## config.mk

```make
export PLATFORM = sky130hd
export DESIGN_NAME = xflow_ctrl
export DESIGN_NICKNAME = d
export VERILOG_FILES = /design/src/rtl/xflow_pkg.sv /design/src/rtl/xflow_match.sv /design/src/rtl/xflow_data.sv /design/src/rtl/xflow_ctrl.sv
export SDC_FILE = /design/constraint.sdc
export NUM_CORES = 1
export LEC_CHECK = 0
export BUFFER_PORTS_ARGS = -buffer_cell sky130_fd_sc_hd__buf_4
export CAP_MARGIN = 20
export CORE_MARGIN = 2
export CORE_UTILIZATION = 54
export DETAILED_ROUTE_END_ITERATION = 10
export PLACE_DENSITY = 0.86
export SLEW_MARGIN = 40
export SYNTH_ARGS = -nofsm -noshare
export SYNTH_HDL_FRONTEND = slang
export SYNTH_SLANG_ARGS = --single-unit
```

## constraint.sdc

```tcl
create_clock -name clk -period 4.92 [get_ports clk]
set_input_delay 0.246 -clock clk [delete_from_list [all_inputs] [get_ports clk]]
set_output_delay 0.246 -clock clk [all_outputs]
set_load 0.01 [all_outputs]
```

## src/rtl/xflow_pkg.sv

```systemverilog
package xflow_pkg;
  typedef enum logic [1:0] {
    HK_NONE = 2'd0,
    HK_XON  = 2'd1,
    HK_XOFF = 2'd2
  } heldKind_e;

  // strobes from control to datapath
  typedef struct packed {
    logic emitCur;   // forward the incoming byte next cycle
    logic emitHeld;  // forward the held first code next cycle
    logic loadHeld;  // capture the incoming byte as a held first code
    logic stashCur;  // park the incoming byte, forward it one cycle later
  } dpCtl_t;
endpackage

```

## src/rtl/xflow_match.sv

```systemverilog
module xflow_match #(
  parameter int DATA_W = 8
) (
  input  logic                clk,
  input  logic                rstN,
  input  logic                enable,
  input  logic                pairMode,
  input  logic [DATA_W-1:0]   xon1,
  input  logic [DATA_W-1:0]   xon2,
  input  logic [DATA_W-1:0]   xoff1,
  input  logic [DATA_W-1:0]   xoff2,
  input  logic [DATA_W-1:0]   rxByte,
  input  logic                rxValid,
  input  logic                txBoundary,
  output xflow_pkg::dpCtl_t   dpCtl,
  output logic                txHalt
);
  import xflow_pkg::*;

  heldKind_e heldKind, kindNext;
  logic haltReq;
  logic setHalt, clrHalt, pairHit;
  logic isOn1, isOn2, isOff1, isOff2;

  assign isOn1  = (rxByte == xon1);
  assign isOn2  = (rxByte == xon2);
  assign isOff1 = (rxByte == xoff1);
  assign isOff2 = (rxByte == xoff2);

  always_comb begin
    dpCtl    = '0;
    kindNext = heldKind;
    setHalt  = 1'b0;
    clrHalt  = 1'b0;
    pairHit  = 1'b0;
    if (rxValid && !enable) begin
      dpCtl.emitCur = 1'b1;
    end else if (rxValid && !pairMode) begin
      if (isOff1)      setHalt = 1'b1;
      else if (isOn1)  clrHalt = 1'b1;
      else             dpCtl.emitCur = 1'b1;
    end else if (rxValid) begin
      pairHit = ((heldKind == HK_XOFF) && isOff2) || ((heldKind == HK_XON) && isOn2);
      if (pairHit) begin
        setHalt  = (heldKind == HK_XOFF);
        clrHalt  = (heldKind == HK_XON);
        kindNext = HK_NONE;
      end else begin
        if (heldKind != HK_NONE) dpCtl.emitHeld = 1'b1;
        if (isOff1) begin
          kindNext       = HK_XOFF;
          dpCtl.loadHeld = 1'b1;
        end else if (isOn1) begin
          kindNext       = HK_XON;
          dpCtl.loadHeld = 1'b1;
        end else begin
          kindNext = HK_NONE;
          if (heldKind != HK_NONE) dpCtl.stashCur = 1'b1;
          else                     dpCtl.emitCur  = 1'b1;
        end
      end
    end
    if (!enable || !pairMode) kindNext = HK_NONE;
  end

  always_ff @(posedge clk) begin
    if (!rstN) begin
      heldKind <= HK_NONE;
      haltReq  <= 1'b0;
      txHalt   <= 1'b0;
    end else begin
      heldKind <= kindNext;
      if (!enable)      haltReq <= 1'b0;
      else if (setHalt) haltReq <= 1'b1;
      else if (clrHalt) haltReq <= 1'b0;
      txHalt <= enable && haltReq && (txHalt || txBoundary);
    end
  end


  halt_on_boundary_chk: assert property (@(posedge clk) disable iff (!rstN)
    $rose(txHalt) |-> $past(txBoundary));


  disable_release_chk: assert property (@(posedge clk) disable iff (!rstN)
    !enable |=> !txHalt);


  rx_spacing_chk: assert property (@(posedge clk) disable iff (!rstN)
    rxValid |=> !rxValid);
endmodule

```

## src/rtl/xflow_data.sv

```systemverilog
module xflow_data #(
  parameter int DATA_W = 8
) (
  input  logic                clk,
  input  logic                rstN,
  input  xflow_pkg::dpCtl_t   dpCtl,
  input  logic [DATA_W-1:0]   rxByte,
  output logic [DATA_W-1:0]   fwdByte,
  output logic                fwdValid
);
  logic [DATA_W-1:0] heldByte, pendByte;
  logic              pendValid;

  always_ff @(posedge clk) begin
    if (!rstN) begin
      heldByte  <= '0;
      pendByte  <= '0;
      pendValid <= 1'b0;
      fwdByte   <= '0;
      fwdValid  <= 1'b0;
    end else begin
      if (dpCtl.loadHeld) heldByte <= rxByte;
      if (dpCtl.stashCur) pendByte <= rxByte;
      fwdValid <= 1'b0;
      if (dpCtl.emitCur) begin
        fwdByte  <= rxByte;
        fwdValid <= 1'b1;
      end else if (dpCtl.emitHeld) begin
        fwdByte  <= heldByte;
        fwdValid <= 1'b1;
      end else if (pendValid) begin
        fwdByte  <= pendByte;
        fwdValid <= 1'b1;
      end
      pendValid <= dpCtl.stashCur;
    end
  end


  no_slot_clash_chk: assert property (@(posedge clk) disable iff (!rstN)
    pendValid |-> !(dpCtl.emitCur || dpCtl.emitHeld));
endmodule

```

## src/rtl/xflow_ctrl.sv

```systemverilog
module xflow_ctrl #(
  parameter int DATA_W = 8
) (
  input  logic              clk,
  input  logic              rstN,
  input  logic              enable,
  input  logic              pairMode,
  input  logic [DATA_W-1:0] xon1,
  input  logic [DATA_W-1:0] xon2,
  input  logic [DATA_W-1:0] xoff1,
  input  logic [DATA_W-1:0] xoff2,
  input  logic [DATA_W-1:0] rxByte,
  input  logic              rxValid,
  input  logic              txBoundary,
  output logic              txHalt,
  output logic [DATA_W-1:0] fwdByte,
  output logic              fwdValid
);
  xflow_pkg::dpCtl_t dpCtl;

  xflow_match #(.DATA_W(DATA_W)) match_i (
    .clk(clk), .rstN(rstN), .enable(enable), .pairMode(pairMode),
    .xon1(xon1), .xon2(xon2), .xoff1(xoff1), .xoff2(xoff2),
    .rxByte(rxByte), .rxValid(rxValid), .txBoundary(txBoundary),
    .dpCtl(dpCtl), .txHalt(txHalt)
  );

  xflow_data #(.DATA_W(DATA_W)) data_i (
    .clk(clk), .rstN(rstN), .dpCtl(dpCtl), .rxByte(rxByte),
    .fwdByte(fwdByte), .fwdValid(fwdValid)
  );


  single_consume_chk: assert property (@(posedge clk) disable iff (!rstN)
    (enable && !pairMode && rxValid && (rxByte == xon1 || rxByte == xoff1)) |=> !fwdValid);


  fwd_origin_chk: assert property (@(posedge clk) disable iff (!rstN)
    fwdValid |-> ($past(rxValid) || $past(rxValid, 2)));
endmodule

```

==> summary.txt <==
Power and ir drop
  • Power per cell area: between 200 and 250 nW/µm²
  • Switch share: approximately a quarter
  • Total power draw: approximately 0.5 mW
  • Internal power: between 0.3 and 0.4 mW
  • NetSw: between 0.1 and 0.15 mW
  • Seq pwr share: 51.0%
  • Logic pwr share: between 15 and 20%
  • IR drop worst, VDD: between 0.1 and 0.15 mV
  • Static Leakage: roughly 1.0 nW
  • Clock share of power: 29.6%

Run status
  • Run status: completed

GRT
  • Largest net degree at the start of global routing: 31
  • First-pass GRT wire length: about 6000 µm
  • Vias in the first global route: 1300
  • All-Layer GR Usage: between 20% and 30%
  • Initial antenna violation count: 0
  • Grt total ovfl: 0

Timing
  • Slew HR: roughly half
  • Unrepaired setup endpoints after global routing: false
  • Final hold violation count: 0
  • Top achievable clock speed: between 0.5 and 0.6 GHz
  • Final period util: 39.39%
  • Slew Limit Fails: 0
  • Setup TNS: 0 ns
  • Final Critical Period: 1.938 ns
  • Worst-margin pin slew: 0.7589 ns
  • Final Skew: ~0.0040 ns
  • Setup-failing EPs final: 0
  • Hold WS: around 0.12 ns

Drt
  • DRC errors left: 0
  • TritonRoute pass-1 iters: 4
  • Via/cell ratio: between 5 and 6
  • WL per Instance: 13.43 µm
  • WL final: 3748 µm
  • 1st-iter DRT viols: 62
  • Routed Antenna Nets: 0
  • Via count: around 1500

Worst setup path
  • Register-to-Register Setup Slack: between 3 and 4 ns
  • Slowest-stage cell, CP: nand3_1
  • Delay-heaviest family, CP: simple AND/OR/NAND/NOR gates
  • End of the critical path: data_i.fwdByte[7]$_SDFFE_PN0P_
  • Setup crit end kind: register
  • Startpoint types: input pin
  • Crit Path Category: in -> reg
  • Setup crit start: rxByte[7]
  • Reg2reg end: data_i.fwdByte[7]$_SDFFE_PN0P_
  • CP arrival: between 2 and 2.5 ns
  • CP cell instances: buf_4, xor2_1, nor4_1, nand3_1, nand3_1, mux2i_1, a2bb2o_1
  • WP data required: 5.15 ns
  • Crit. path cell count: 7
  • Critical Path Fanout Max: 9
  • CP max stage delay: ~0.50 ns
  • Cells on worst reg2reg path: 5
  • Reg2reg start: match_i.heldKind[1]$_SDFFE_PP0P_
  • Crit-path most repeated cell: nand3_1
  • WP buf/inv: 1

Die
  • Ports: 56
  • Die area: 3698 µm²
  • Die width: ~60 µm
  • Num rows: 20
  • Core area: about 3100 µm²
  • DIE HEIGHT: 60.81 µm
  • Initial Util: 57.09%

Hold path
  • Tightest Hold Check Type: in -> reg

Finish
  • Fraction of layout cells with a size suffix above 1: between 30% and 40%
  • Cell area after layout: 2183 µm²
  • # diodes: 0
  • Area Overhead vs Synth: 25.27%
  • Final #Nets: between 200 and 300
  • Final Core Density: a little under three quarters

Synthesis
  • Sequential fraction of the synthesis area: approximately a third
  • Post-synth cell types: 30
  • Largest area contributor in the netlist: dfxtp_1
  • Mean Syn Cell Area: roughly 9.2 µm²
  • Syn Nets: around 240
  • Syn Inst Count: between 150 and 200
  • Synthesis-stage register bit count: 30
  • Mapped cell area: between 1500 and 2000 µm²
  • Ranking of synthesized cells by area: dfxtp_1 (34%), xor2_1 (16%), mux2i_1 (14%)
  • Post-synth top area share: around 34%
  • Warnings, synthesis: 0

Clocking
  • Post-CTS Setup Inserts: 0
  • H-Tree Depth: 2
  • # resized after CTS: 0
  • TritonCTS clock tree: done
  • Hold Buf Count CTS: 0
  • CTS sink count: 30
  • CTS buffer count: 5
  • CTS root buf: clkbuf_4
  • Worst-Skew Late Latency: 0.33 ns
  • CTS Buffer Depth: 2
  • Worst-path clk slew: around 0.09 ns

Flow run
  • Maximum Capacitance Violations: 0

Placement
  • Routability cong.: ~0.87
  • I/O Buffers: between 50 and 60
  • DP Area: ~2100 µm²
  • Post-DP HPWL: 2936 µm
-- stage by stage --
stage | cells | worst slack (ns)
finish | 279 | 2.982
global route | 279 | 2.862
CTS | 279 | 2.974
detailed placement | 273 | 2.618
global placement | 273 | 2.651
floorplan | 189 | 3.109
-- worst register-to-register path, stage by stage (launching register included) --
cell	delay (ns)
dfxtp_1	0.40
nor3b_1	0.19
nand3_1	0.14
nand3_1	0.50
mux2i_1	0.26
a2bb2o_1	0.29
-- synthesized netlist by cell type, drive strengths merged --
master and number:
a21oi 3, a2bb2o 1, a41oi 1, and2 1
buf 12, clkbuf 3, dfxtp 30, inv 3
mux2 8, mux2i 24, nand2 30, nand2b 1
nand3 8, nand4 1, nor2 5, nor3 2
nor3b 3, nor4 7, o2111ai 1, o21a 1
o21ai 2, o2bb2ai 7, or3 1, or3b 1
or4b 1, xor2 32
-- placed cells by master, fill, tap and decap left out, types with 2 or more instances in the layout --
cell type	netlist	routed
nor4_1	5	4
nor3_1	2	2
nor2_1	5	5
nor4_2	2	2
clkbuf_4	0	5
dfxtp_1	30	30
xor2_1	32	32
nor3b_1	3	3
o21ai_0	2	2
mux2i_1	24	24
inv_1	3	3
mux2_2	8	8
nand3_1	8	8
o2bb2ai_1	7	7
a21oi_1	3	3
nand2_1	30	30
buf_4	2	55
-- power groups by stage --
| stage | Sequential (mW) | Clock (mW) | Combinational (mW) |
|---|---|---|---|
| 6_report | 0.250 | 0.145 | 0.0952 |
| 5_1_grt | 0.251 | 0.157 | 0.104 |
| 4_1_cts | 0.250 | 0.146 | 0.0955 |
| 3_5_place_dp | 0.256 | 0 | 0.0953 |
| 3_3_place_gp | 0.256 | 0 | 0.0952 |
| 2_1_floorplan | 0.258 | 0 | 0.0491 |
-- kinds of logic after synthesis --
| logic type | Yosys count | share of synthesized area [%] |
|---|---|---|
| and+or+nand+nor | 61 | 17.52 |
| xor gates and xnor gates | 32 | 16.08 |
| muxes | 32 | 18.95 |
| DFF | 30 | 34.46 |
| buffers and inverters | 18 | 6.030 |
| AOI/OAI and AO/OA | 16 | 6.964 |
-- worst min-delay path by stage --
stage                                      start                   endpoint  slack [ns]  cells after the start
floorplan                             txBoundary  match_i.txHalt$_SDFF_PN0_        0.37                      2
global route                          txBoundary  match_i.txHalt$_SDFF_PN0_        0.15                      3
finish                                txBoundary  match_i.txHalt$_SDFF_PN0_        0.12                      3
detailed placement  match_i.haltReq$_SDFFE_PN0P_  match_i.txHalt$_SDFF_PN0_        0.45                      2
CTS                                   txBoundary  match_i.txHalt$_SDFF_PN0_        0.12                      3
global placement    match_i.haltReq$_SDFFE_PN0P_  match_i.txHalt$_SDFF_PN0_        0.44                      2
-- flip-flops by register name, summed over array words and instances, names as in the netlist --
register	flops
data_i.pendByte	8
data_i.fwdByte	8
data_i.heldByte	8
data_i.pendValid	1
match_i.txHalt	1
match_i.heldKind	2
match_i.haltReq	1
data_i.fwdValid	1
-- routing by layer --
metal | vias up | GRT usage (%) | share of wire [%]
met4 | 0 | 10.25 | 2.5
li1 | 742 | - | -
met5 | - | 0 | 0
met3 | 10 | 7.463 | 7.9
met1 | 640 | 28.08 | 45
met2 | 68 | 35.02 | 45
-- layout make-up --
cell class	instances	area, µm²
timing repair buffer	55	412.9
tap	44	55.05
multi-input combinational	141	1052
sequential	30	600.6
fill	251	869.6
inverter	3	11.26
clock buffer	6	51.30
Note: power is estimated with default switching activity, not from simulation.
